--- config.mk ---
export PLATFORM = sky130hd
export DESIGN_NAME = e1_dframe_sync
export DESIGN_NICKNAME = d
export VERILOG_FILES = /design/src/rtl/e1_dfs_pkg.sv /design/src/rtl/e1_dfs_datapath.sv /design/src/rtl/e1_dfs_ctrl.sv /design/src/rtl/e1_dframe_sync.sv
export SDC_FILE = /design/constraint.sdc
export NUM_CORES = 1
export LEC_CHECK = 0
export ABC_AREA = 1
export ABC_CLOCK_PERIOD_IN_PS = 3500
export BUFFER_PORTS_ARGS = -buffer_cell sky130_fd_sc_hd__clkbuf_2
export CAP_MARGIN = 20
export CELL_PAD_IN_SITES_DETAIL_PLACEMENT = 2
export CELL_PAD_IN_SITES_GLOBAL_PLACEMENT = 2
export CORE_MARGIN = 4
export CORE_UTILIZATION = 36
export DETAILED_ROUTE_END_ITERATION = 8
export PLACE_DENSITY = 0.85
export RECOVER_POWER = 100
export SYNTH_ARGS = -nofsm -noshare
export SYNTH_HDL_FRONTEND = slang
export SYNTH_HIERARCHICAL = 1
export SYNTH_SLANG_ARGS = --single-unit
--- constraint.sdc ---
create_clock -name clk -period 3.5 [get_ports clk]
set_input_delay 0 -clock clk [delete_from_list [all_inputs] [get_ports clk]]
set_output_delay 0 -clock clk [all_outputs]
set_load 0.05 [all_outputs]
--- src/rtl/e1_dfs_pkg.sv ---
package e1_dfs_pkg;

  typedef enum logic [1:0] {
    ST_HUNT    = 2'd0,
    ST_CONFIRM = 2'd1,
    ST_SYNC    = 2'd2
  } syncState_t;

  // control -> datapath
  typedef struct packed {
    logic loadPos;    // snap position to the end of the alignment word
    logic captureA;   // load the remote alarm bit from the current word
  } dpStrobe_t;

  // datapath -> control
  typedef struct packed {
    logic fasHit;     // window matches the alignment pattern on this bit
    logic swHit;      // bit 2 of the current word is 1
    logic atFasSlot;  // this bit is bit 8 of an even-frame timeslot 0
    logic atSwSlot;   // this bit is bit 8 of an odd-frame timeslot 0
    logic atDfStart;  // this bit opens a new doubleframe
  } dpStatus_t;

endpackage

--- src/rtl/e1_dfs_datapath.sv ---
module e1_dfs_datapath
  import e1_dfs_pkg::*;
#(
  parameter int         FRAME_BITS  = 256,
  parameter logic [6:0] FAS_PATTERN = 7'b0011011,
  localparam int        FW          = $clog2(FRAME_BITS)
) (
  input  logic          clk,
  input  logic          rstN,
  input  logic          bitEn,
  input  logic          rxBit,
  input  dpStrobe_t     strobe,
  output dpStatus_t     status,
  output logic [FW-1:0] bitPos,
  output logic          framePhase,
  output logic          remoteAlarm,
  output logic          remoteAlarmEvt
);

  localparam int DF_BITS  = 2 * FRAME_BITS;
  localparam int DPW      = FW + 1;
  localparam int HIST_W   = 6;
  localparam int FILL_W   = $clog2(HIST_W + 1);
  localparam logic [DPW-1:0]    FAS_END  = DPW'(7);
  localparam logic [DPW-1:0]    SW_END   = DPW'(FRAME_BITS + 7);
  localparam logic [DPW-1:0]    DF_LAST  = DPW'(DF_BITS - 1);
  localparam logic [FILL_W-1:0] FILL_MAX = FILL_W'(HIST_W);

  logic [HIST_W-1:0] hist;
  logic [FILL_W-1:0] fillCnt;
  logic [DPW-1:0]    pos;
  logic [DPW-1:0]    posInc;
  logic [6:0]        winNext;
  logic              aReg;
  logic              evtReg;

  // bits 2..8 of a candidate word; bit 1 is dropped from the history
  assign winNext = {hist, rxBit};
  assign posInc  = (pos == DF_LAST) ? '0 : pos + 1'b1;

  always_comb begin
    status.fasHit    = bitEn && (fillCnt == FILL_MAX) && (winNext == FAS_PATTERN);
    status.swHit     = winNext[6];
    status.atFasSlot = bitEn && (posInc == FAS_END);
    status.atSwSlot  = bitEn && (posInc == SW_END);
    status.atDfStart = bitEn && (posInc == '0);
  end

  always_ff @(posedge clk or negedge rstN) begin
    if (!rstN) begin
      hist    <= '0;
      fillCnt <= '0;
      pos     <= '0;
    end else if (bitEn) begin
      hist <= winNext[HIST_W-1:0];
      if (fillCnt != FILL_MAX) fillCnt <= fillCnt + 1'b1;
      pos <= strobe.loadPos ? FAS_END : posInc;
    end
  end

  always_ff @(posedge clk or negedge rstN) begin
    if (!rstN) begin
      aReg   <= 1'b0;
      evtReg <= 1'b0;
    end else begin
      evtReg <= 1'b0;
      if (strobe.captureA) begin
        aReg   <= winNext[5];
        evtReg <= winNext[5] & ~aReg;
      end
    end
  end

  assign bitPos         = pos[FW-1:0];
  assign framePhase     = pos[FW];
  assign remoteAlarm    = aReg;
  assign remoteAlarmEvt = evtReg;

endmodule

--- src/rtl/e1_dfs_ctrl.sv ---
module e1_dfs_ctrl
  import e1_dfs_pkg::*;
#(
  parameter int LOSS_LIMIT = 3
) (
  input  logic      clk,
  input  logic      rstN,
  input  logic      bitEn,
  input  logic      recEn,
  input  dpStatus_t status,
  output dpStrobe_t strobe,
  output logic      lossOfAlign,
  output logic      alignRecovered
);

  localparam int ERR_W = $clog2(LOSS_LIMIT + 1);
  localparam logic [ERR_W-1:0] ERR_LAST = ERR_W'(LOSS_LIMIT - 1);

  syncState_t       state;
  logic             swOk;
  logic [ERR_W-1:0] errCnt;
  logic             loaReg;
  logic             recPulse;

  always_comb begin
    strobe.loadPos  = (state == ST_HUNT) && status.fasHit;
    strobe.captureA = (state == ST_SYNC) && !loaReg && status.atSwSlot && status.swHit;
  end

  always_ff @(posedge clk or negedge rstN) begin
    if (!rstN) begin
      state    <= ST_HUNT;
      swOk     <= 1'b0;
      errCnt   <= '0;
      loaReg   <= 1'b1;
      recPulse <= 1'b0;
    end else begin
      recPulse <= 1'b0;
      if (bitEn) begin
        case (state)
          ST_HUNT: begin
            if (status.fasHit) begin
              state <= ST_CONFIRM;
              swOk  <= 1'b0;
            end
          end
          ST_CONFIRM: begin
            if (status.atSwSlot) swOk <= status.swHit;
            if (status.atFasSlot) begin
              // either failure sends the hunt on from the bit after this slot
              if (swOk && status.fasHit) begin
                state    <= ST_SYNC;
                errCnt   <= '0;
                recPulse <= recEn;
              end else begin
                state <= ST_HUNT;
              end
            end
          end
          ST_SYNC: begin
            if (loaReg && status.atDfStart) loaReg <= 1'b0;
            if (status.atFasSlot) begin
              if (status.fasHit) begin
                errCnt <= '0;
              end else if (errCnt == ERR_LAST) begin
                errCnt <= '0;
                loaReg <= 1'b1;
                state  <= ST_HUNT;
              end else begin
                errCnt <= errCnt + 1'b1;
              end
            end
          end
          default: state <= ST_HUNT;
        endcase
      end
    end
  end

  assign lossOfAlign    = loaReg;
  assign alignRecovered = recPulse;

endmodule

--- src/rtl/e1_dframe_sync.sv ---
module e1_dframe_sync
  import e1_dfs_pkg::*;
#(
  parameter int         FRAME_BITS  = 256,
  parameter int         LOSS_LIMIT  = 3,
  parameter logic [6:0] FAS_PATTERN = 7'b0011011,
  localparam int        FW          = $clog2(FRAME_BITS)
) (
  input  logic          clk,
  input  logic          rstN,
  input  logic          bitEn,
  input  logic          rxBit,
  input  logic          recEn,
  output logic          lossOfAlign,
  output logic          alignRecovered,
  output logic [FW-1:0] bitPos,
  output logic          framePhase,
  output logic          remoteAlarm,
  output logic          remoteAlarmEvt
);

  dpStrobe_t strobe;
  dpStatus_t status;

  e1_dfs_datapath #(
    .FRAME_BITS (FRAME_BITS),
    .FAS_PATTERN(FAS_PATTERN)
  ) u_dp (
    .clk           (clk),
    .rstN          (rstN),
    .bitEn         (bitEn),
    .rxBit         (rxBit),
    .strobe        (strobe),
    .status        (status),
    .bitPos        (bitPos),
    .framePhase    (framePhase),
    .remoteAlarm   (remoteAlarm),
    .remoteAlarmEvt(remoteAlarmEvt)
  );

  e1_dfs_ctrl #(
    .LOSS_LIMIT(LOSS_LIMIT)
  ) u_ctrl (
    .clk           (clk),
    .rstN          (rstN),
    .bitEn         (bitEn),
    .recEn         (recEn),
    .status        (status),
    .strobe        (strobe),
    .lossOfAlign   (lossOfAlign),
    .alignRecovered(alignRecovered)
  );

endmodule

==> impl_summary.txt, run 1 <==
----------------------------------------------------
[Clocking]
  Number of buffers inserted by post-CTS setup repair ... 0
  TritonCTS Buffers ... 3
  Level count of the clock H-tree ... 1
  Number of buffers inserted by hold repair at cts ... 3
  Worst-Skew Late Latency ... 280 ps
  Root buffer cell ... clkbuf_8
  Post-cts sizing count ... 0
  Clock slew at reported path FFs ... 110 ps
  Clock tree from TritonCTS ... built
  # clock sinks ... 27
  Maximum clock path buffer count ... 2

[Synthesis]
  Post-synth EDFFs ... 0
  Yosys cell types ... 27
  Synth area leader ... dfrtp_1
  Sequential fraction of the synthesis area ... 45.31%
  Post-Syn Nets ... 198
  Synth warnings ... 6
  Synthesized area divided by synthesized cell count ... 7.989 um^2
  Top area cells in the synthesized netlist ... dfrtp_1, nand2_1, inv_1
  Total of flip-flops plus latches after synthesis ... 27
  Top cells by count, synth ... nand2_1, dfrtp_1, inv_1
  Async set or reset register ratio after synthesis ... 100.0%
  Dominant synthesized flop cell ... dfrtp_1
  Post-synth design cell area ... 1494 um^2
  Count leader, synth ... nand2_1
  Number of cells produced by synthesis ... 187
  Area share of the largest cell type after synthesis ... 43.55%

[Power]
  Gate power share ... 44.7%
  Cell Int Power ... 623.9 uW
  Switching share of power ... 48.55%
  Register share of total power ... 39.8%
  Relative contribution of the clock network to total power ... 15.5%
  Maximum ir drop on the vdd rail ... 0.3093 mV
  Power density relative to cell area ... 725.5 nW/um^2
  Psw ... 588.8 uW
  Cell leakage power ... 0.8004 nW

[Drt]
  Wire length after detailed routing ... 4.173 mm
  Post-detailed-route wirelength per cell ... 16.17 um
  Vias ... 1,293
  Count of nets left with antenna violations after detail routing ... 0
  Starting DRC count in detailed routing ... 45
  Remaining design rule violation count ... 0
  Detailed-route vias per instance ... 5.012
  First-pass DRT Iterations ... 4

[Placed design]
  Final HPWL from detailed placement ... 3.211 mm
  # port buffers ... 17
  Final weighted congestion in routability-driven placement ... 0.9482

[Min path]
  Worst hold path type ... in -> reg
  Number of cells traversed by the worst hold path ... 3

[GRT]
  Wire length of the first global-routing pass ... 7.403 mm
  Number of antenna violations at the first check in global routing ... 0
  Met2 Usage GRT ... 32.36%
  Total congestion overflow after global routing ... 0
  Number of global-route vias before repair ... 1,503
  Total track usage ... 17.98%
  Met1 global-route usage ... 22.81%
  Global routing's busiest layer ... met2
  Maximum number of pins on one net before global-route repair ... 28
  Met3 layer usage reported by global route ... 2.770%

[Worst setup path]
  Type of element launching the critical path ... register
  Worst reg-to-reg path cell count ... 19
  Cell chain of the critical path ... ha_1 -> nand2_1 -> nor2_1 -> clkinv_1 -> nor3_1 -> ha_1 -> inv_1 -> nand3_1 -> nand2_2 -> nor2_4 -> nand2_1 -> nor2_1 -> nand2_1 -> inv_1 -> nand2_1 -> nand2_1 -> inv_2 -> nand2_1 -> nand2_1
  Peak fanout along the critical path ... 7
  Worst Path Required ... 3670 ps
  Master of the slowest instance on the critical path ... dfrtp_1
  Type of destination of the critical path ... register
  Crit Path Category ... reg -> reg
  Most prevalent standard cell on the critical path ... nand2_1
  Critical path data arrival time ... 3150 ps
  Delay of the slowest cell on the worst path ... 490 ps

[Layout]
  Diodes inserted ... 0
  Number of inserted filler cells in the final layout ... 472
  Net count of the finished layout ... 220
  Area growth from synthesis to layout ... 11.89%
  Sequential cell area ... 676.9 um^2
  Share of layout cells above drive strength 1 ... 12.02%
  Multi-input combinational cell area ... 673.1 um^2

[Floorplanning]
  Row count ... 23
  Floorplan Core Area ... 4000 um^2
  Vertical die dimension ... 72.42 um
  Die extent in x ... 72.42 um
  Ports placed on the boundary ... 18
  Area of the die ... 5245 um^2
  Initial cell density of the core ... 37.35%

[STA]
  Number of failing hold endpoints at the final stage ... 0
  Tightest Pin Transition ... 1489 ps
  Period utilisation layout ... 85.09%
  Worst hold margin ... 220.1 ps
  Final count of negative-setup-slack endpoints ... 0
  Clock period minus worst slack ... 2978 ps
  Final Max Tran Viols ... 0
  Total Negative Setup Slacks ... 0 ps
  Worst slew margin relative to its limit ... 0.7061%
  Max Clk Rate ... 335.8 MHz
  Largest clock skew in the final design ... 15.12 ps
  Unrepaired setup endpoints after global routing ... false

[Outcome]
  Run status ... complete, no violations

[Job]
  Count of max-cap constraint violations ... 0

----------------------------------------------------
[layout by cell type (no fill, tap or decap)]
cell           instances
nand2_1               43
dfrtp_1               26
inv_1                 24
nor2_1                20
clkbuf_1              14
nand3_1               12
o21ai_0                7
a21oi_1                7
nor3_1                 6
ha_1                   6
o22ai_1                5
inv_2                  4
nand2_2                4
clkbuf_8               3
dlygate4sd3_1          3
clkbuf_2               3
nor2_4                 3
o21ai_1                3
nand4_1                3
clkinv_1               2
nand3_2                2
clkinvlp_4             1
a21oi_2                1
dfstp_2                1
nand2_4                1
nor2_2                 1
nor2b_4                1
xor2_1                 1
xnor2_1                1
[cells by family after synthesis]
group	after synthesis	share of synthesized area [%]
AOI/OAI and AO/OA	23	8.375
and+or+nand+nor	96	31.49
DFF	27	45.31
buffers and inverters	33	8.626
xor gates and xnor gates	2	1.173
adders and majority gates	6	5.025
[power groups by stage]
stage	sequential, mW	clock (mW)	combinational, mW
after floorplan	0.599	0	0.301
after CTS	0.487	0.193	0.573
after detailed placement	0.492	0	0.566
after global routing	0.499	0.210	0.601
final	0.483	0.188	0.542
after global placement	0.478	0	0.538
[worst max-delay path, delay by kind of cell, from the launching register on]
family                   cells  cell delay (ps)
buffers and inverters        4              390
adder cells (fa/ha/maj)      2              490
flip-flops                   1              490
AND/OR/NAND/NOR             13             1480
[registers in the layout, summed over array words and instances, names as in the netlist]
signal,flops
u_ctrl/alignRecovered,1
u_dp/hist,6
u_ctrl/errCnt,2
u_ctrl/lossOfAlign,1
u_dp/remoteAlarm,1
u_dp/pos,9
u_dp/remoteAlarmEvt,1
u_dp/fillCnt,3
u_ctrl/swOk,1
u_ctrl/state,2
[per-stage QoR]
stage	instances	cell area, um^2	power [mW]	util, %	setup WS (ps)
final	258	1672	1.213	41.79	522.0
after global placement	251	1625	1.016	40.63	1017
after detailed placement	251	1625	1.058	40.63	774.6
after floorplan	187	1494	0.8998	-	850.5
after CTS	258	1704	1.254	42.60	707.7
after global routing	258	1672	1.310	41.79	217.5
[layout make-up]
cell class | instances | area share [%]
tap | 50 | 3.743
clock inverter | 1 | 0.4491
timing repair buffer | 20 | 5.838
clock buffer | 3 | 2.470
inverter | 30 | 6.737
sequential | 27 | 40.49
multi-input combinational | 127 | 40.27
[worst paths after layout]
path                                       end  slack (ps)              from
setup / recovery              u_ctrl/errCnt[0]         520       u_dp/pos[1]
hold reg to reg            u_dp/remoteAlarmEvt         470  u_dp/remoteAlarm
setup reg to reg              u_ctrl/errCnt[0]         520       u_dp/pos[1]
hold / removal                    u_dp/hist[3]         220             bitEn
min in group asynchronous          u_dp/pos[0]         590              rstN
max in group asynchronous          u_ctrl/swOk        2020              rstN
[metal layers]
metal	share of wire (%)	vias up
li1	-	633
met1	44	641
met2	52	15
met3	2.8	4
met4	0.77	0
met5	0	-
Power figures use the tool's default switching activity.
==> inputs of run 2 (changes only) <==
--- a/config.mk
+++ b/config.mk
@@ -10,10 +10,10 @@
 export BUFFER_PORTS_ARGS = -buffer_cell sky130_fd_sc_hd__clkbuf_2
 export CAP_MARGIN = 20
-export CELL_PAD_IN_SITES_DETAIL_PLACEMENT = 2
-export CELL_PAD_IN_SITES_GLOBAL_PLACEMENT = 2
+export CELL_PAD_IN_SITES_DETAIL_PLACEMENT = 1
+export CELL_PAD_IN_SITES_GLOBAL_PLACEMENT = 1
 export CORE_MARGIN = 4
-export CORE_UTILIZATION = 36
+export CORE_UTILIZATION = 45
 export DETAILED_ROUTE_END_ITERATION = 8
-export PLACE_DENSITY = 0.85
+export PLACE_DENSITY = 0.84
 export RECOVER_POWER = 100
 export SYNTH_ARGS = -nofsm -noshare
==> constraint.sdc (replaced) <==
create_clock -name clk -period 3.5 [get_ports clk]
set_input_delay 0.525 -clock clk [delete_from_list [all_inputs] [get_ports clk]]
set_output_delay 0.525 -clock clk [all_outputs]
set_load 0.05 [all_outputs]
==> impl_summary.txt, run 2 (same netlist as run 1, synthesis figures left out) <==
----------------------------------------------------
[Clocking]
  Worst-Skew Late Latency ... 320 ps
  Clock tree from TritonCTS ... built
  Root buffer cell ... clkbuf_4
  TritonCTS Buffers ... 3
  Clock slew at reported path FFs ... 150 ps
  Level count of the clock H-tree ... 1
  Maximum clock path buffer count ... 2
  Post-cts sizing count ... 0
  Number of buffers inserted by hold repair at cts ... 0
  Number of buffers inserted by post-CTS setup repair ... 0
  # clock sinks ... 27

[Power]
  Power density relative to cell area ... 701.9 nW/um^2
  Register share of total power ... 42.3%
  Cell leakage power ... 0.7814 nW
  Gate power share ... 45.6%
  Maximum ir drop on the vdd rail ... 0.4018 mV
  Cell Int Power ... 578.0 uW
  Switching share of power ... 48.82%
  Psw ... 551.4 uW
  Relative contribution of the clock network to total power ... 12.1%

[Placed design]
  Final HPWL from detailed placement ... 2.848 mm
  Instance count after placement with tap cells included ... 245
  Final weighted congestion in routability-driven placement ... 0.9008
  # port buffers ... 17

[Layout]
  Most frequent cells in the layout ... nand2_1, dfrtp_1, inv_1, nor2_1, clkbuf_1
  Number of cells in the finished layout apart from fillers ... 249
  Number of inserted filler cells in the final layout ... 423
  Net count of the finished layout ... 217
  Number of flip-flops under the largest register name ... 9
  Share of layout cells above drive strength 1 ... 12.20%
  Largest regs ... u_dp/pos: 9 flops, u_dp/hist: 6 flops, u_dp/fillCnt: 3 flops
  Most common cell after layout, fill and taps aside ... nand2_1
  Area growth from synthesis to layout ... 7.705%
  Diodes inserted ... 0
  Multi-input combinational cell area ... 670.6 um^2
  Sequential cell area ... 676.9 um^2
  Largest Register ... u_dp/pos

[STA]
  Clock period minus worst slack ... 2884 ps
  Final count of negative-setup-slack endpoints ... 0
  Unrepaired setup endpoints after global routing ... false
  Tightest Pin Transition ... 1425 ps
  Largest clock skew in the final design ... 1.327 ps
  Final Max Tran Viols ... 0
  Total Negative Setup Slacks ... 0 ps
  Number of failing hold endpoints at the final stage ... 0
  Max Clk Rate ... 346.8 MHz
  Worst slew margin relative to its limit ... 4.999%
  Period utilisation layout ... 82.39%

[Worst setup path]
  Type of destination of the critical path ... register
  Delay-heaviest family, CP ... simple AND/OR/NAND/NOR gates
  Delay of the slowest cell on the worst path ... 490 ps
  Worst Path Required ... 3740 ps
  Worst setup slack for register-to-register paths ... 620 ps
  Cell chain of the critical path ... ha_1 -> nand2_1 -> nor2_1 -> inv_2 -> nor3_1 -> ha_1 -> inv_1 -> nand3_1 -> nand2_2 -> nor2_1 -> nand2_2 -> nor2_1 -> nand2_1 -> inv_1 -> nand2_1 -> nand2_2 -> inv_2 -> nand2_1 -> nand2_1
  Critical path data arrival time ... 3120 ps
  Peak fanout along the critical path ... 7
  Most prevalent standard cell on the critical path ... nand2_1
  Buffering stage count on the worst path with inverters included ... 4
  Type of element launching the critical path ... register
  Master of the slowest instance on the critical path ... dfrtp_1
  Crit Path Category ... reg -> reg

[Floorplanning]
  Area of the die ... 4306 um^2
  Initial cell density of the core ... 48.15%
  Ports placed on the boundary ... 18
  Die extent in x ... 65.62 um
  Row count ... 20
  Vertical die dimension ... 65.62 um
  Floorplan Core Area ... 3103 um^2

[GRT]
  Total track usage ... 18.36%
  Number of global-route vias before repair ... 1,341
  Maximum number of pins on one net before global-route repair ... 28
  Total congestion overflow after global routing ... 0
  Number of antenna violations at the first check in global routing ... 0
  Wire length of the first global-routing pass ... 6.058 mm

[Drt]
  Post-detailed-route wirelength per cell ... 14.08 um
  Count of nets left with antenna violations after detail routing ... 0
  Vias ... 1,282
  Detailed-route vias per instance ... 5.149
  Starting DRC count in detailed routing ... 41
  Remaining design rule violation count ... 0
  Wire length after detailed routing ... 3.505 mm
  First-pass DRT Iterations ... 4

[Job]
  Count of max-cap constraint violations ... 0

[Min path]
  Worst hold path type ... in -> reg

[Outcome]
  Run status ... complete, no violations

----------------------------------------------------
## run 2: changes by cell type in the layout (fill, tap and decap cells not counted), moves of 2 or more
| cell | delta |
|---|---|
| nand2_1 | -2 |
| dlygate4sd3_1 | -3 |
| nand2_2 | +2 |
| clkbuf_4 | +3 |
| clkbuf_8 | -3 |
## run 2: area by class of cell
cell class,count,share of cell area [%]
clock buffers,3,1.400
clock inverters,1,0.3110
inverters,30,6.998
multi-input cells,127,41.68
flip-flops and latches,27,42.07
well taps,44,3.421
repair buffers,17,4.121
## run 2: routing by layer
| metal | vias to the layer above | track usage [%] | wire, um |
|---|---|---|---|
| met5 | - | 0 | 0 |
| met4 | 0 | 5.699 | 57 |
| met3 | 8 | 3.248 | 124 |
| met2 | 22 | 32.67 | 1790 |
| li1 | 622 | - | - |
| met1 | 630 | 22.26 | 1532 |
## run 2: final timing paths
kind                                       start               endpoint  depth (start not counted)
worst min register to register  u_dp/remoteAlarm    u_dp/remoteAlarmEvt                          1
max in group asynchronous                   rstN            u_dp/pos[0]                          1
min in group asynchronous                   rstN            u_dp/pos[6]                          1
worst min-delay path                       recEn  u_ctrl/alignRecovered                          3
worst max-delay path                 u_dp/pos[1]       u_ctrl/errCnt[1]                         19
worst max register to register       u_dp/pos[1]       u_ctrl/errCnt[1]                         19
## run 2: power by group through the flow
stage          clock network [mW]  logic [mW]  registers [mW]
6_report                    0.136       0.515           0.478
5_1_grt                     0.157       0.571           0.494
4_1_cts                     0.140       0.553           0.481
3_5_place_dp                    0       0.551           0.488
3_3_place_gp                    0       0.533           0.479
2_1_floorplan                   0       0.301           0.599
## run 2: worst reg2reg max path, delay by kind of cell (launching register included)
kind	cells	cell delay [ps]
simple gates	13	1510
fa+ha+maj	2	480
buf+inv	4	330
flops	1	490
## run 2: through the flow
step	hold WS (ps)	utilization, %	power (mW)	cell area, um^2	setup WS, ps
floorplan	229.4	-	0.8998	1494	850.5
global placement	434.3	52.14	1.012	1618	920.0
detailed placement	448.1	52.14	1.039	1618	765.7
CTS	219.5	53.02	1.175	1645	758.6
global route	364.9	51.85	1.222	1609	245.6
finish	385.3	51.85	1.129	1609	616.4
==> inputs of run 3 (changes only) <==
Settings changed: ABC_CLOCK_PERIOD_IN_PS 3500 to 2300, CORE_UTILIZATION 45 to 38, PLACE_DENSITY 0.84 to 0.76.
Clock period 3.5 ns to 2.3 ns, I/O delays scaled along.
==> impl_summary.txt, run 3 (same netlist as run 1, synthesis figures left out) <==
----------------------------------------------------
[Outcome]
  Run status ... complete, but fails checks
  Violated checks ... negative setup slack

[STA]
  Tightest Pin Transition ... 1435 ps
  Number of failing hold endpoints at the final stage ... 0
  Final count of negative-setup-slack endpoints ... 4
  Period utilisation layout ... 103.6%
  Clock period minus worst slack ... 2382 ps
  Max Clk Rate ... 419.8 MHz
  Total Negative Setup Slacks ... -216.8 ps
  Final critical-path setup slack ... -81.99 ps
  Final Max Tran Viols ... 0
  Unrepaired setup endpoints after global routing ... true
  Largest clock skew in the final design ... 3.030 ps
  Worst slew margin relative to its limit ... 4.323%
  Worst hold margin ... 304.5 ps

[Layout]
  Share of layout cells above drive strength 1 ... 31.51%
  Number of cells in the finished layout apart from fillers ... 267
  Largest regs ... u_dp/pos: 9 flops, u_dp/hist: 6 flops, u_dp/fillCnt: 3 flops
  Post-Route Utilization ... 50.23%
  Fin area ... 1881 um^2
  Number of flip-flops under the largest register name ... 9
  Largest Register ... u_dp/pos
  Net count of the finished layout ... 231
  Number of inserted filler cells in the final layout ... 487
  Most frequent cells in the layout ... nand2_1, inv_1, dfrtp_1, nor2_1, buf_4
  Most common cell after layout, fill and taps aside ... nand2_1
  Diodes inserted ... 0
  Area growth from synthesis to layout ... 25.88%

[Worst setup path]
  Crit Path Category ... reg -> reg
  Worst R2R End ... u_ctrl/errCnt[1]
  Worst setup endpoint ... u_ctrl/errCnt[1]
  Peak fanout along the critical path ... 4
  Start of the worst register-to-register path ... u_dp/pos[0]
  Worst Path Required ... 2470 ps
  Critical path data arrival time ... 2550 ps
  Setup crit start ... u_dp/pos[0]
  Type of destination of the critical path ... register
  Type of element launching the critical path ... register
  Worst reg-to-reg path cell count ... 19
  Worst setup slack for register-to-register paths ... -80 ps

[Clocking]
  TritonCTS Buffers ... 3
  Clock tree from TritonCTS ... built
  Clock slew at reported path FFs ... 100 ps
  Level count of the clock H-tree ... 1
  Worst-Skew Late Latency ... 270 ps
  # clock sinks ... 27
  Maximum clock path buffer count ... 2
  Root buffer cell ... clkbuf_8
  Number of buffers inserted by hold repair at cts ... 0

[Min path]
  Worst hold path type ... in -> reg

[Placed design]
  Placement Setup Slack ... -27.34 ps
  # port buffers ... 17
  Final HPWL from detailed placement ... 2.679 mm
  Instance count after placement with tap cells included ... 253
  Final weighted congestion in routability-driven placement ... 0.8812
  Dpl cell area ... 1685 um^2

[GRT]
  Total track usage ... 15.45%
  Wire length of the first global-routing pass ... 6.306 mm
  Number of global-route vias before repair ... 1,424
  Number of antenna violations at the first check in global routing ... 0
  Total congestion overflow after global routing ... 0
  Maximum number of pins on one net before global-route repair ... 28

[Power]
  Power density relative to cell area ... 1073 nW/um^2
  Cell leakage power ... 0.8800 nW
  Maximum ir drop on the vdd rail ... 0.5600 mV
  Overall power consumption ... 2.017 mW

[Floorplanning]
  Ports placed on the boundary ... 18
  Initial cell density of the core ... 39.91%
  Area of the die ... 4998 um^2
  Floorplan Core Area ... 3744 um^2
  Vertical die dimension ... 70.70 um
  Row count ... 22
  Die extent in x ... 70.70 um

[Drt]
  First-pass DRT Iterations ... 4
  Starting DRC count in detailed routing ... 69
  Vias ... 1,360
  Wire length after detailed routing ... 4.041 mm
  Count of nets left with antenna violations after detail routing ... 0
  Detailed-route vias per instance ... 5.094
  Post-detailed-route wirelength per cell ... 15.13 um
  Remaining design rule violation count ... 0

[Job]
  Count of max-cap constraint violations ... 0

----------------------------------------------------
-- run 3: report_power, final --
| part | total, mW | internal (mW) | switching [mW] |
|---|---|---|---|
| Combinational | 1.02 | 0.342 | 0.676 |
| Sequential | 0.727 | 0.596 | 0.131 |
| Clock | 0.272 | 0.124 | 0.148 |
| Total | 2.02 | 1.06 | 0.955 |
-- run 3: timing repair --
item                                    CTS  global route
gates resized for setup                   1            19
pin swaps                                 0            16
buffers inserted                          1             9
endpoints found under the setup margin    4             9
-- run 3: worst min-delay path by stage --
stage,startpoint,end,slack [ps],depth (start not counted)
floorplan,rstN,u_ctrl/alignRecovered,50,0
global placement,rstN,u_dp/pos[6],410,1
detailed placement,rstN,u_dp/pos[6],420,1
CTS,rstN,u_dp/pos[6],120,1
global route,recEn,u_ctrl/alignRecovered,310,3
finish,recEn,u_ctrl/alignRecovered,300,3
-- run 3: final cells by class --
type                       instances  area [um^2]  share of cell area, %
timing repair buffer              31        178.9                  9.514
clock buffer                       4        45.04                  2.395
tap                               48        60.06                  3.194
sequential                        27        681.9                  36.26
inverter                          30        115.1                  6.121
multi-input combinational        127        799.5                  42.52
-- run 3: per-layer routing --
layer | part of all wire [%] | global-route usage (%)
met4 | 0.64 | 3.758
met1 | 44 | 19.06
met2 | 52 | 28.12
met3 | 3.2 | 2.273
met5 | 0 | 0
-- run 3: worst max-delay path: stages (launching register included) --
cell	delay, ps
dfrtp_2	400
ha_4	150
nand2_4	60
nor2_4	130
inv_2	60
nor3_2	180
ha_2	290
inv_4	80
nand3_4	80
nand2_4	60
nor2_4	120
nand2_2	90
nor2_4	140
nand2_1	80
inv_1	80
nand2_2	70
nand2_2	90
inv_2	40
nand2_1	40
nand2_1	40
